<file path="src/rtl/sig_head_pkg.sv">
package sig_head_pkg;

    typedef enum logic [2:0] {
        PH_RED    = 3'd0,
        PH_REDAMB = 3'd1,
        PH_GREEN  = 3'd2,
        PH_AMBER  = 3'd3,
        PH_WALK   = 3'd4,
        PH_FLASH  = 3'd5
    } phase_e;

    typedef struct packed {
        logic red;
        logic amb;
        logic grn;
        logic walk;
        logic dontwalk;
    } lamps_t;

    function automatic phase_e next_phase(phase_e p);
        case (p)
            PH_RED:    return PH_REDAMB;
            PH_REDAMB: return PH_GREEN;
            PH_GREEN:  return PH_AMBER;
            PH_AMBER:  return PH_WALK;
            PH_WALK:   return PH_FLASH;
            default:   return PH_RED;
        endcase
    endfunction

    function automatic int unsigned max_of2(int unsigned a, int unsigned b);
        return (a > b) ? a : b;
    endfunction

endpackage

</file>
<file path="src/rtl/sig_phase_timer.sv">
module sig_phase_timer
    import sig_head_pkg::*;
#(
    parameter int unsigned RED_T    = 6,
    parameter int unsigned REDAMB_T = 1,
    parameter int unsigned GREEN_T  = 4,
    parameter int unsigned AMBER_T  = 2,
    parameter int unsigned WALK_T   = 4,
    parameter int unsigned FLASH_T  = 4,
    parameter int unsigned CW       = 3
) (
    input  logic          clk,
    input  logic          rst,
    input  phase_e        phase,
    output logic [CW-1:0] cnt,
    output logic          expire
);

    function automatic int unsigned phase_len(phase_e p);
        case (p)
            PH_RED:    return RED_T;
            PH_REDAMB: return REDAMB_T;
            PH_GREEN:  return GREEN_T;
            PH_AMBER:  return AMBER_T;
            PH_WALK:   return WALK_T;
            PH_FLASH:  return FLASH_T;
            default:   return RED_T;
        endcase
    endfunction

    logic [CW-1:0] cnt_q;
    logic [CW-1:0] reload;

    always_comb begin
        reload = CW'(phase_len(next_phase(phase)) - 1);
    end

    always_ff @(posedge clk) begin
        if (rst) begin
            cnt_q <= CW'(RED_T - 1);
        end else if (cnt_q == '0) begin
            cnt_q <= reload;
        end else begin
            cnt_q <= cnt_q - 1'b1;
        end
    end

    assign cnt    = cnt_q;
    assign expire = (cnt_q == '0);

endmodule

</file>
<file path="src/rtl/sig_phase_reg.sv">
module sig_phase_reg
    import sig_head_pkg::*;
(
    input  logic   clk,
    input  logic   rst,
    input  logic   expire,
    output phase_e phase
);

    phase_e phase_q;

    always_ff @(posedge clk) begin
        if (rst) begin
            phase_q <= PH_RED;
        end else if (expire) begin
            phase_q <= next_phase(phase_q);
        end
    end

    assign phase = phase_q;

endmodule

</file>
<file path="src/rtl/sig_lamp_decode.sv">
module sig_lamp_decode
    import sig_head_pkg::*;
#(
    parameter int unsigned FLASH_T = 4,
    parameter int unsigned CW      = 3
) (
    input  phase_e        phase,
    input  logic [CW-1:0] cnt,
    output lamps_t        lamps
);

    localparam logic [CW-1:0] FLASH_LAST = CW'(FLASH_T - 1);

    logic blink_on;

    // Ticks elapsed = FLASH_LAST - cnt; lit when that is even.
    assign blink_on = (cnt[0] == FLASH_LAST[0]);

    always_comb begin
        lamps = '0;
        case (phase)
            PH_RED: begin
                lamps.red      = 1'b1;
                lamps.dontwalk = 1'b1;
            end
            PH_REDAMB: begin
                lamps.red      = 1'b1;
                lamps.amb      = 1'b1;
                lamps.dontwalk = 1'b1;
            end
            PH_GREEN: begin
                lamps.grn      = 1'b1;
                lamps.dontwalk = 1'b1;
            end
            PH_AMBER: begin
                lamps.amb      = 1'b1;
                lamps.dontwalk = 1'b1;
            end
            PH_WALK: begin
                lamps.red  = 1'b1;
                lamps.walk = 1'b1;
            end
            PH_FLASH: begin
                lamps.red  = 1'b1;
                lamps.walk = blink_on;
            end
            default: begin
                lamps.red      = 1'b1;
                lamps.dontwalk = 1'b1;
            end
        endcase
    end

endmodule

</file>
<file path="src/rtl/sig_head_seq.sv">
module sig_head_seq
    import sig_head_pkg::*;
#(
    parameter int unsigned RED_T    = 6,
    parameter int unsigned REDAMB_T = 1,
    parameter int unsigned GREEN_T  = 4,
    parameter int unsigned AMBER_T  = 2,
    parameter int unsigned WALK_T   = 4,
    parameter int unsigned FLASH_T  = 4
) (
    input  logic       clk,
    input  logic       rst,
    output logic [2:0] phase_o,
    output logic       red_o,
    output logic       amb_o,
    output logic       grn_o,
    output logic       walk_o,
    output logic       dontwalk_o
);

    localparam int unsigned MAXT = max_of2(max_of2(max_of2(RED_T, REDAMB_T), max_of2(GREEN_T, AMBER_T)),
                                           max_of2(max_of2(WALK_T, FLASH_T), 2));
    localparam int unsigned CW   = $clog2(MAXT + 1);

    phase_e        phase;
    logic [CW-1:0] cnt;
    logic          expire;
    lamps_t        lamps;

    sig_phase_timer #(
        .RED_T(RED_T), .REDAMB_T(REDAMB_T), .GREEN_T(GREEN_T),
        .AMBER_T(AMBER_T), .WALK_T(WALK_T), .FLASH_T(FLASH_T), .CW(CW)
    ) u_timer (
        .clk   (clk),
        .rst   (rst),
        .phase (phase),
        .cnt   (cnt),
        .expire(expire)
    );

    sig_phase_reg u_phase (
        .clk   (clk),
        .rst   (rst),
        .expire(expire),
        .phase (phase)
    );

    sig_lamp_decode #(
        .FLASH_T(FLASH_T), .CW(CW)
    ) u_decode (
        .phase(phase),
        .cnt  (cnt),
        .lamps(lamps)
    );

    assign phase_o    = phase;
    assign red_o      = lamps.red;
    assign amb_o      = lamps.amb;
    assign grn_o      = lamps.grn;
    assign walk_o     = lamps.walk;
    assign dontwalk_o = lamps.dontwalk;

endmodule

</file>
<file path="config.mk">
export PLATFORM = sky130hd
export DESIGN_NAME = sig_head_seq
export DESIGN_NICKNAME = d
export VERILOG_FILES = /design/src/rtl/sig_head_pkg.sv /design/src/rtl/sig_phase_timer.sv /design/src/rtl/sig_phase_reg.sv /design/src/rtl/sig_lamp_decode.sv /design/src/rtl/sig_head_seq.sv
export SDC_FILE = /design/constraint.sdc
export NUM_CORES = 1
export LEC_CHECK = 0
export BUFFER_PORTS_ARGS = -buffer_cell sky130_fd_sc_hd__clkbuf_2
export CAP_MARGIN = 40
export CORE_AREA = 2 2 39 41
export CTS_CLUSTER_DIAMETER = 80
export CTS_CLUSTER_SIZE = 16
export DETAILED_ROUTE_END_ITERATION = 10
export DIE_AREA = 0 0 41 43
export PLACE_DENSITY = 0.5
export SYNTH_ARGS = -nofsm -noshare
export SYNTH_HDL_FRONTEND = slang
export SYNTH_SLANG_ARGS = --single-unit
</file>
<file path="constraint.sdc">
create_clock -name clk -period 1.6 [get_ports clk]
set_input_delay 0.16 -clock clk [delete_from_list [all_inputs] [get_ports clk]]
set_output_delay 0.16 -clock clk [all_outputs]
set_load 0.1 [all_outputs]
</file>
## Word-level counts from Yosys, hierarchy flattened

Index checks and enable logic that the tools add are counted.

- Bits in registers: 6
- Input port bits: 2
- Logic and storage cells: 28

- Add/subtract/negate cells: 2
- Eq/ne operators: 10
- Multiplexer cells: 8
- Reductions and logical operators: 6

Operators by type and width:

| operator | number |
|---|---|
| $pmux 3 s5 | 1 |
| $eq 3x2->1 const B | 4 |
| $eq 3x3->1 const B | 4 |
| $pmux 3 s3 | 1 |
| $eq 3x1->1 const B | 2 |
| $logic_not 3->1 | 2 |
| $reduce_or 2->1 | 3 |
| $sub 3x1->3 const B | 2 |
| $mux 1 | 4 |
| $mux 3 | 1 |
| $reduce_or 3->1 | 1 |
| $pmux 1 s2 | 1 |

## Depth between registers and ports, before layout

Gate-level depths: netlist of run 1.

- Word-level depth: 7
- Mapped depth: 9
- Depth with buffers taken out: 8

## By module

From an unflattened synthesis of run 1, not the netlist that was laid out.

- Cells, all modules: 40
- Area total of the unflattened synthesis: 342.8 um^2

By module, submodules not included:

| module | times used | cells an instance | area each (um^2) |
|---|---|---|---|
| sig_phase_timer | 1 | 18 | 156.4 |
| sig_phase_reg | 1 | 16 | 140.1 |
| sig_lamp_decode | 1 | 6 | 46.3 |

## Worst setup path before layout of run 1

Ideal clock, no wire load.

- Kind: reg2out
- From: register u_phase.phase_q[2] (netlist: u_phase.phase[2])
- To: output port walk_o
- Arrival: 3.633 ns
- Required time: 1.440 ns
- Setup slack: -2.193 ns
- Stages on the path, launching flop included: 4
- Buffers on the path: 1
- Cells stage by stage: dfxtp_1 clkbuf_1 nand2b_1 a21oi_1

- Word-level cells in the longest chain between the ends: 2
- Elaborated cells between the ends (all ways): 3
- Classes of those cells: eq/ne: 2; mux: 1

RTL lines:

| item | RTL line | RTL |
|---|---|---|
| start: declaration | sig_phase_reg.sv:10 | `phase_e phase_q;` |
| start signal: assignment | sig_phase_reg.sv:16 | `phase_q <= next_phase(phase_q);` |
| $eq 3x3->1 | sig_lamp_decode.sv:21 | `case (phase)` |
| $pmux 1 s2 * | sig_lamp_decode.sv:21 |  |
| end: declaration | sig_head_seq.sv:17 | `output logic walk_o,` |

Every way passes the cells marked *; elsewhere a longest branch is shown, timed or not.

## Worst setup path after layout of run 1

- From: register u_phase.phase_q[1] (netlist: u_phase.phase[1])
- To: register u_timer.cnt_q[2] (netlist: u_timer.cnt[2])

- Word-level cells in the longest chain between the ends: 7
- Elaborated cells between the ends (all ways): 15
- Classes of those cells: add/sub: 1; eq/ne: 9; mux: 3; reduce/logical: 2

RTL lines:

| item | RTL line | RTL |
|---|---|---|
| $eq 3x3->1 (tied with other cells) | sig_head_pkg.sv:21 | `case (p)` |
| $pmux 3 s5 * | sig_head_pkg.sv:21 |  |
| $eq 3x2->1 / $eq 3x3->1 (equally long branches) | sig_phase_timer.sv:20 | `case (p)` |
| $reduce_or 3->1 (no source line) | - |  |
| $pmux 3 s3 * | sig_phase_timer.sv:20 |  |
| $sub 3x1->3 * | sig_phase_timer.sv:35 | `reload = CW'(phase_len(next_phase(phase)) - 1);` |
| $mux 3 * | sig_phase_timer.sv:41 | `end else if (cnt_q == '0) begin` |
| end signal: assignment | sig_phase_timer.sv:40 | `cnt_q <= CW'(RED_T - 1);` |
| end signal: assignment | sig_phase_timer.sv:42 | `cnt_q <= reload;` |
| end signal: assignment | sig_phase_timer.sv:44 | `cnt_q <= cnt_q - 1'b1;` |
| end: declaration | sig_phase_timer.sv:31 | `logic [CW-1:0] cnt_q;` |

Marked as above.
A chain may end at the register's enable or synchronous reset.

==> results.md, run 1 <==
* Gr busiest metal: met2
* CP Cell Sequence: xor2_1 -> nand2b_1 -> ha_4 -> inv_4 -> a221oi_4 -> nor2_1 -> a311oi_1
* Static leakage at 0.264 nW
* Syn_nets at 58
* Clk_lat worst skew at 250 ps
* Clk root buf: clkbuf_4
* Met3 Track Usage GR at 6.28%
* DRC Markers at 0
* IO Port Bufs at 9
* Syn avg cell area at 7.60 sq um
* Iter 0 DRT Violations at 6
* Slew Viols, Final at 0
* Hold Fails Final Rpt at 0
* CP bufs+invs at 1
* Ant. Diodes at 0
* Tot Pwr at 751 uW
* Worst Setup End Kind: flop
* CTS HTree Levels at 1
* Largest net degree at the start of global routing at 10
* PwrDens at 1110 nW/um^2
* Total number of vias at 441
* Sequential-to-total area share from yosys stat at 29.3%
* Synth unique cells at 25
* Crit start category: flop
* Post-synth top cells: 7 x a21oi_1, 6 x dfxtp_1, 6 x nor2_1
* Initial Util at 29.7%
* WL/cell at 11.8 um
* Critical path's largest stage delay at 360 ps
* Synth Flop Type: dfxtp_1
* Initial antenna violation count at 0
* Global-route wire length before repair at 1.75 mm
* Clock Sinks at 6
* Post-Syn Area at 410 sq um
* Gr usage total at 15.1%
* RSZ-0062 raised after global routing: true
* Synth top area cells: dfxtp_1 29%, a21oi_1 8.5%, ha_1 6.1%
* Crit path max-delay family: compound AO/OA/AOI/OAI gates
* Synth Register Bits at 6
* Dpl hpwl at 741 um
* Cts bufs inserted at 3
* WS Path Type: reg2reg
* Die Y at 43 um
* Most common cell in the netlist: a21oi_1
* Met1 usage at 18.5%
* PnR worst setup slack at -56.5 ps
* Setup TNS at -56.5 ps
* Gpl congestion at 0.709
* Worst Hold Class: in2reg
* IO Count at 10
* Nets at 77
* Number of global-route vias before repair at 392
* Slew margin rel. at 64.1%
* Core area at 1380 sq um
* Die area at 1760 sq um
* Clock Tree Buf Depth at 2
* Post-synth EDFFs at 0
* Hold_buf cts at 0
* Antenna-violating nets left at 0
* Reg clk slew, reported paths at 50 ps
* Setup Skew at 12.1 ps
* Die Wd at 41 um
* Asr flop ratio synth at 0%
* Status: complete, but fails checks
* Final setup violation count at 1
* Via/cell ratio at 5.01
* Fin crit period at 1660 ps
* Worst Path Required at 1740 ps
* WL final at 1.04 mm
* Yosys top cell by area: dfxtp_1
* Failing checks: negative setup slack
* Share of cells above drive strength 1 at 52.8%
* Gate count after technology mapping at 54
* Worst Path Max Fanout at 5
* Total gr overflow at 0
* Crit-path slowest cell: dfxtp_4
* Synth top area share at 29.3%
* Fin crit share at 104%
* Rows at 14
* Highest Clock Rate at 0.604 GHz
* DR pass1 iterations at 2
* Max_cap viols at 0
* TritonCTS clock tree: done
* Max IR drop VDD at 0.585 mV
* Area delta synth->final at 64.6%
* Met2 GRT Util at 22.5%
* CP arrival at 1800 ps
* Worst-margin pin slew at 541 ps
* Ys Warns at 0
worst paths after layout:
| check | from | end | slack, ps | depth (start not counted) |
|---|---|---|---|---|
| worst min register to register | u_timer.cnt[0] | u_timer.cnt[0] | 640 | 2 |
| worst max-delay path | u_phase.phase[1] | u_timer.cnt[2] | -60 | 7 |
| worst min-delay path | rst | u_phase.phase[1] | 170 | 2 |
| worst max register to register | u_phase.phase[1] | u_timer.cnt[2] | -60 | 7 |
registers in the layout (all words and copies together) (netlist names):
register       flops
u_phase.phase      3
u_timer.cnt        3
per-layer routing:
metal | vias up | routed length [um]
li1 | 230 | -
met1 | 200 | 447
met2 | 11 | 533
met3 | 0 | 57
met4 | 0 | 0
met5 | - | 0
placed cells by master (no fill, tap or decap), types with 2 or more instances in the layout:
cell / count
dfxtp_1: 3
clkbuf_2: 4
a21oi_1: 4
clkbuf_4: 3
dfxtp_4: 3
buf_4: 13
nand2b_4: 2
nand2b_1: 2
nor2_1: 5
nor3_1: 5
nand2_1: 5
a21oi_2: 2
worst register-to-register path, stage by stage (launching register included):
cell      delay, ps
dfxtp_4         360
xor2_1          140
nand2b_1        130
ha_4            300
inv_4            40
a221oi_4        290
nor2_1           80
a311oi_1        210
power by group:
group / total [mW] / switching, mW / internal, mW
combinational: 0.380 / 0.226 / 0.154
clock: 0.155 / 0.0599 / 0.0948
sequential: 0.216 / 0.0354 / 0.181
area by class of cell:
class,instances,area [sq um]
fillers,138,708
multi-input cells,43,370
flip-flops and latches,6,131
repair buffers,17,118
clock buffers,4,26.3
well taps,16,20.0
inverters,2,10.0
cell families after synthesis:
logic type | after synthesis | synth area share (%)
compound gates | 12 | 17.4
xor+xnor | 1 | 2.13
fa+ha+maj | 3 | 8.54
buf+inv | 5 | 5.18
flops | 6 | 29.3
mux | 1 | 2.74
simple gates | 26 | 34.8
metrics by stage:
| stage | cell area, sq um | util (%) | worst slack (ps) | instances | hold slack (ps) |
|---|---|---|---|---|---|
| detailed placement | 584 | 42.2 | -95.0 | 82 | 434 |
| global route | 676 | 48.8 | -184 | 88 | 175 |
| floorplan | 498 | - | -243 | 54 | 219 |
| finish | 676 | 48.8 | -56.5 | 88 | 166 |
| global placement | 584 | 42.2 | -84.6 | 82 | 435 |
| CTS | 656 | 47.4 | -78.9 | 87 | 157 |
timing repair:
| item | in CTS | in global routing |
|---|---|---|
| buffers inserted | 1 | 1 |
| gates cloned | 0 | 0 |
| setup endpoints to repair | 1 | 2 |
| resized for setup | 6 | 2 |
| pin swaps | 5 | 0 |
No activity file was read; power rests on OpenSTA's default activity.
==> run 2, diff against run 1 <==
--- a/config.mk
+++ b/config.mk
@@ -9,3 +9,4 @@
 export CAP_MARGIN = 40
-export CORE_AREA = 2 2 39 41
+export CORE_AREA = 3 3 40 42
+export CTS_BUF_LIST = sky130_fd_sc_hd__clkbuf_4 sky130_fd_sc_hd__clkbuf_8 sky130_fd_sc_hd__clkbuf_16
 export CTS_CLUSTER_DIAMETER = 80
@@ -13,3 +14,3 @@
 export DETAILED_ROUTE_END_ITERATION = 10
-export DIE_AREA = 0 0 41 43
+export DIE_AREA = 0 0 43 45
 export PLACE_DENSITY = 0.5
==> constraint.sdc (replaced) <==
create_clock -name clk -period 1.6 [get_ports clk]
set_input_delay 0.32 -clock clk [delete_from_list [all_inputs] [get_ports clk]]
set_output_delay 0.32 -clock clk [all_outputs]
set_load 0.1 [all_outputs]
==> run 2 against run 1 <==
Against the previous run: fmax fell by 2.4%; largest power group unchanged; global-route usage fell by 1.5 points; clock-buffer cell count did not move; worst setup slack got worse by 41 ps; sequential cell count did not move; largest cell class unchanged; the flow still finishes with violations (negative setup slack); via count rose by 7.9%.
==> results.md, run 2 (synthesis gave the netlist of run 1 again) <==
* Slew margin rel. at 73.8% (+9.7 points)
* Highest Clock Rate at 0.589 GHz (-2.4%)
* Worst r2r path cells at 6 (-1)
* Worst Path Required at 1770 ps (+30 ps)
* Tot Pwr at 863 uW (+15%)
* WS Path Type: reg2reg
* Max IR drop VDD at 0.560 mV (-4.3%)
* CTS HTree Levels at 1 (unchanged)
* Hold_buf cts at 0 (unchanged)
* Share of cells above drive strength 1 at 69.6% (+17 points)
* Clk root buf: clkbuf_4
* Setup Skew at 6.98 ps (-5.12 ps)
* Status: complete, but fails checks
* PwrDens at 1010 nW/um^2 (-8.9%)
* PnR worst setup slack at -97.2 ps (-40.7 ps)
* Max_cap viols at 0 (unchanged)
* Largest net degree at the start of global routing at 9 (-1)
* Reg clk slew, reported paths at 50 ps (about the same)
* Area delta synth->final at 108%
* Dpl hpwl at 815 um (+9.9%)
* Reg2Reg Setup Slack at -100 ps (-40 ps)
* IO Count at 10 (unchanged)
* Commonest non-fill, non-tap cell in the layout: buf_4
* CP startpoint: u_phase.phase[1]
* Total number of vias at 476 (+7.9%)
* Clk_lat worst skew at 250 ps (about the same)
* Fin crit period at 1700 ps (+40.7 ps)
* Die Y at 45 um (+4.7%)
* Worst Setup End Kind: flop
* Final setup violation count at 3 (+2)
* TritonCTS clock tree: done
* Die area at 1940 sq um (+9.8%)
* Die Wd at 43 um (+4.9%)
* Placed cell area at 686 sq um (+17%)
* RSZ-0062 raised after global routing: true
* IO Port Bufs at 9 (unchanged)
* Antenna-violating nets left at 0 (unchanged)
* Total gr overflow at 0 (unchanged)
* Hold Fails Final Rpt at 0 (unchanged)
* Number of global-route vias before repair at 428 (+9.2%)
* Via/cell ratio at 5.06 (+1.0%)
* Nets at 84 (+9.1%)
* Gr usage total at 13.6% (-1.5 points)
* Failing checks: negative setup slack
* Gpl congestion at 0.745 (+5.1%)
* Slew Viols, Final at 0 (unchanged)
* Design Area, Final at 853 sq um (+26%)
* Static leakage at 0.343 nW (+30%)
* Crit start category: flop
* WL final at 1.23 mm (+18%)
* Worst-margin pin slew at 388 ps (-153 ps)
* Global-route wire length before repair at 1.85 mm (+5.5%)
* Worst Hold Class: in2reg
* Worst R2R End: u_phase.phase[2]
* DRC Markers at 0 (unchanged)
* Rows at 13 (-1)
* Initial Util at 31.9% (+2.3 points)
* Clock Sinks at 6 (unchanged)
* Setup TNS at -223 ps (-166 ps)
* Most frequent cells in the layout: 13 x buf_4, 5 x nand2_1, 5 x buf_12, 5 x buf_6
* DR pass1 iterations at 2 (unchanged)
* HP Start: rst
* Initial antenna violation count at 0 (unchanged)
* Fillers at 103 (-25%)
* Clock Tree Buf Depth at 2 (unchanged)
* Setup crit end: u_phase.phase[2]
* Core area at 1280 sq um (-7.1%)
* Iter 0 DRT Violations at 9 (+3)
* Ant. Diodes at 0 (unchanged)
* CP arrival at 1870 ps (+70 ps)
* Worst Path Max Fanout at 5 (unchanged)
* WL/cell at 13.1 um (+11%)
* FF-to-FF Start: u_phase.phase[1]
* Cts bufs inserted at 3 (unchanged)
* Fin crit share at 106% (+2.5 points)
==> run 2: changes by cell type in the layout (fill, tap and decap cells not counted), moves of 3 or more <==
cell | previous run | this run
buf_12 | 0 | 5
buf_6 | 0 | 5
clkbuf_2 | 4 | 1
nor3_1 | 5 | 2
nor3_2 | 0 | 3
==> run 2: how the worst min path moves through the flow <==
stage | slack [ps] | to | cells past startpoint
finish | 370 | u_phase.phase[1] | 2
global placement | 600 | u_timer.cnt[1] | 2
floorplan | 380 | u_phase.phase[1] | 1
CTS | 340 | u_phase.phase[2] | 2
detailed placement | 600 | u_timer.cnt[1] | 2
global route | 380 | u_phase.phase[2] | 2
==> run 2: layout make-up <==
| type | instances | area [sq um] | share of cell area [%] |
|---|---|---|---|
| multi-input combinational | 43 | 407 | 47.7 |
| timing repair buffer | 24 | 259 | 30.4 |
| sequential | 6 | 131 | 15.4 |
| clock buffer | 4 | 30.0 | 3.52 |
| tap | 15 | 18.8 | 2.20 |
| inverter | 2 | 7.51 | 0.880 |
==> run 2: critical path, stage by stage (launching register included) <==
cell and delay (ps):
dfxtp_4 380, xor2_2 160, nand2b_1 130, ha_4 200, buf_6 110, or4b_4 480, a21oi_2 160
==> run 2: layer usage <==
| layer | part of all wire (%) | GRT usage [%] | wire length [um] |
|---|---|---|---|
| met4 | 2.9 | 10.8 | 36 |
| met2 | 51 | 22.5 | 627 |
| met5 | 0 | 0 | 0 |
| met3 | 3.7 | 2.39 | 45 |
| met1 | 42 | 15.4 | 518 |
==> run 2: timing repair <==
action / CTS / global route
resized for setup: 15 / 8
setup buffers: 2 / 1
endpoints found under the setup margin: 4 / 6
pin swaps: 8 / 4
==> run 2: metrics by stage <==
step | hold slack (ps) | instances | setup slack [ps] | util (%)
2_1_floorplan | 379 | 54 | -312 | -
3_3_place_gp | 596 | 87 | -127 | 53.4
3_5_place_dp | 600 | 87 | -135 | 53.4
4_1_cts | 339 | 93 | -68.8 | 62.8
5_1_grt | 376 | 94 | -173 | 66.4
6_report | 371 | 94 | -97.2 | 66.4
==> run 2: power breakdown <==
group          internal, mW  total (mW)  switching, mW
clock network         0.111       0.167         0.0558
logic                 0.226       0.473          0.248
registers             0.181       0.223         0.0419
total                 0.518       0.863          0.345
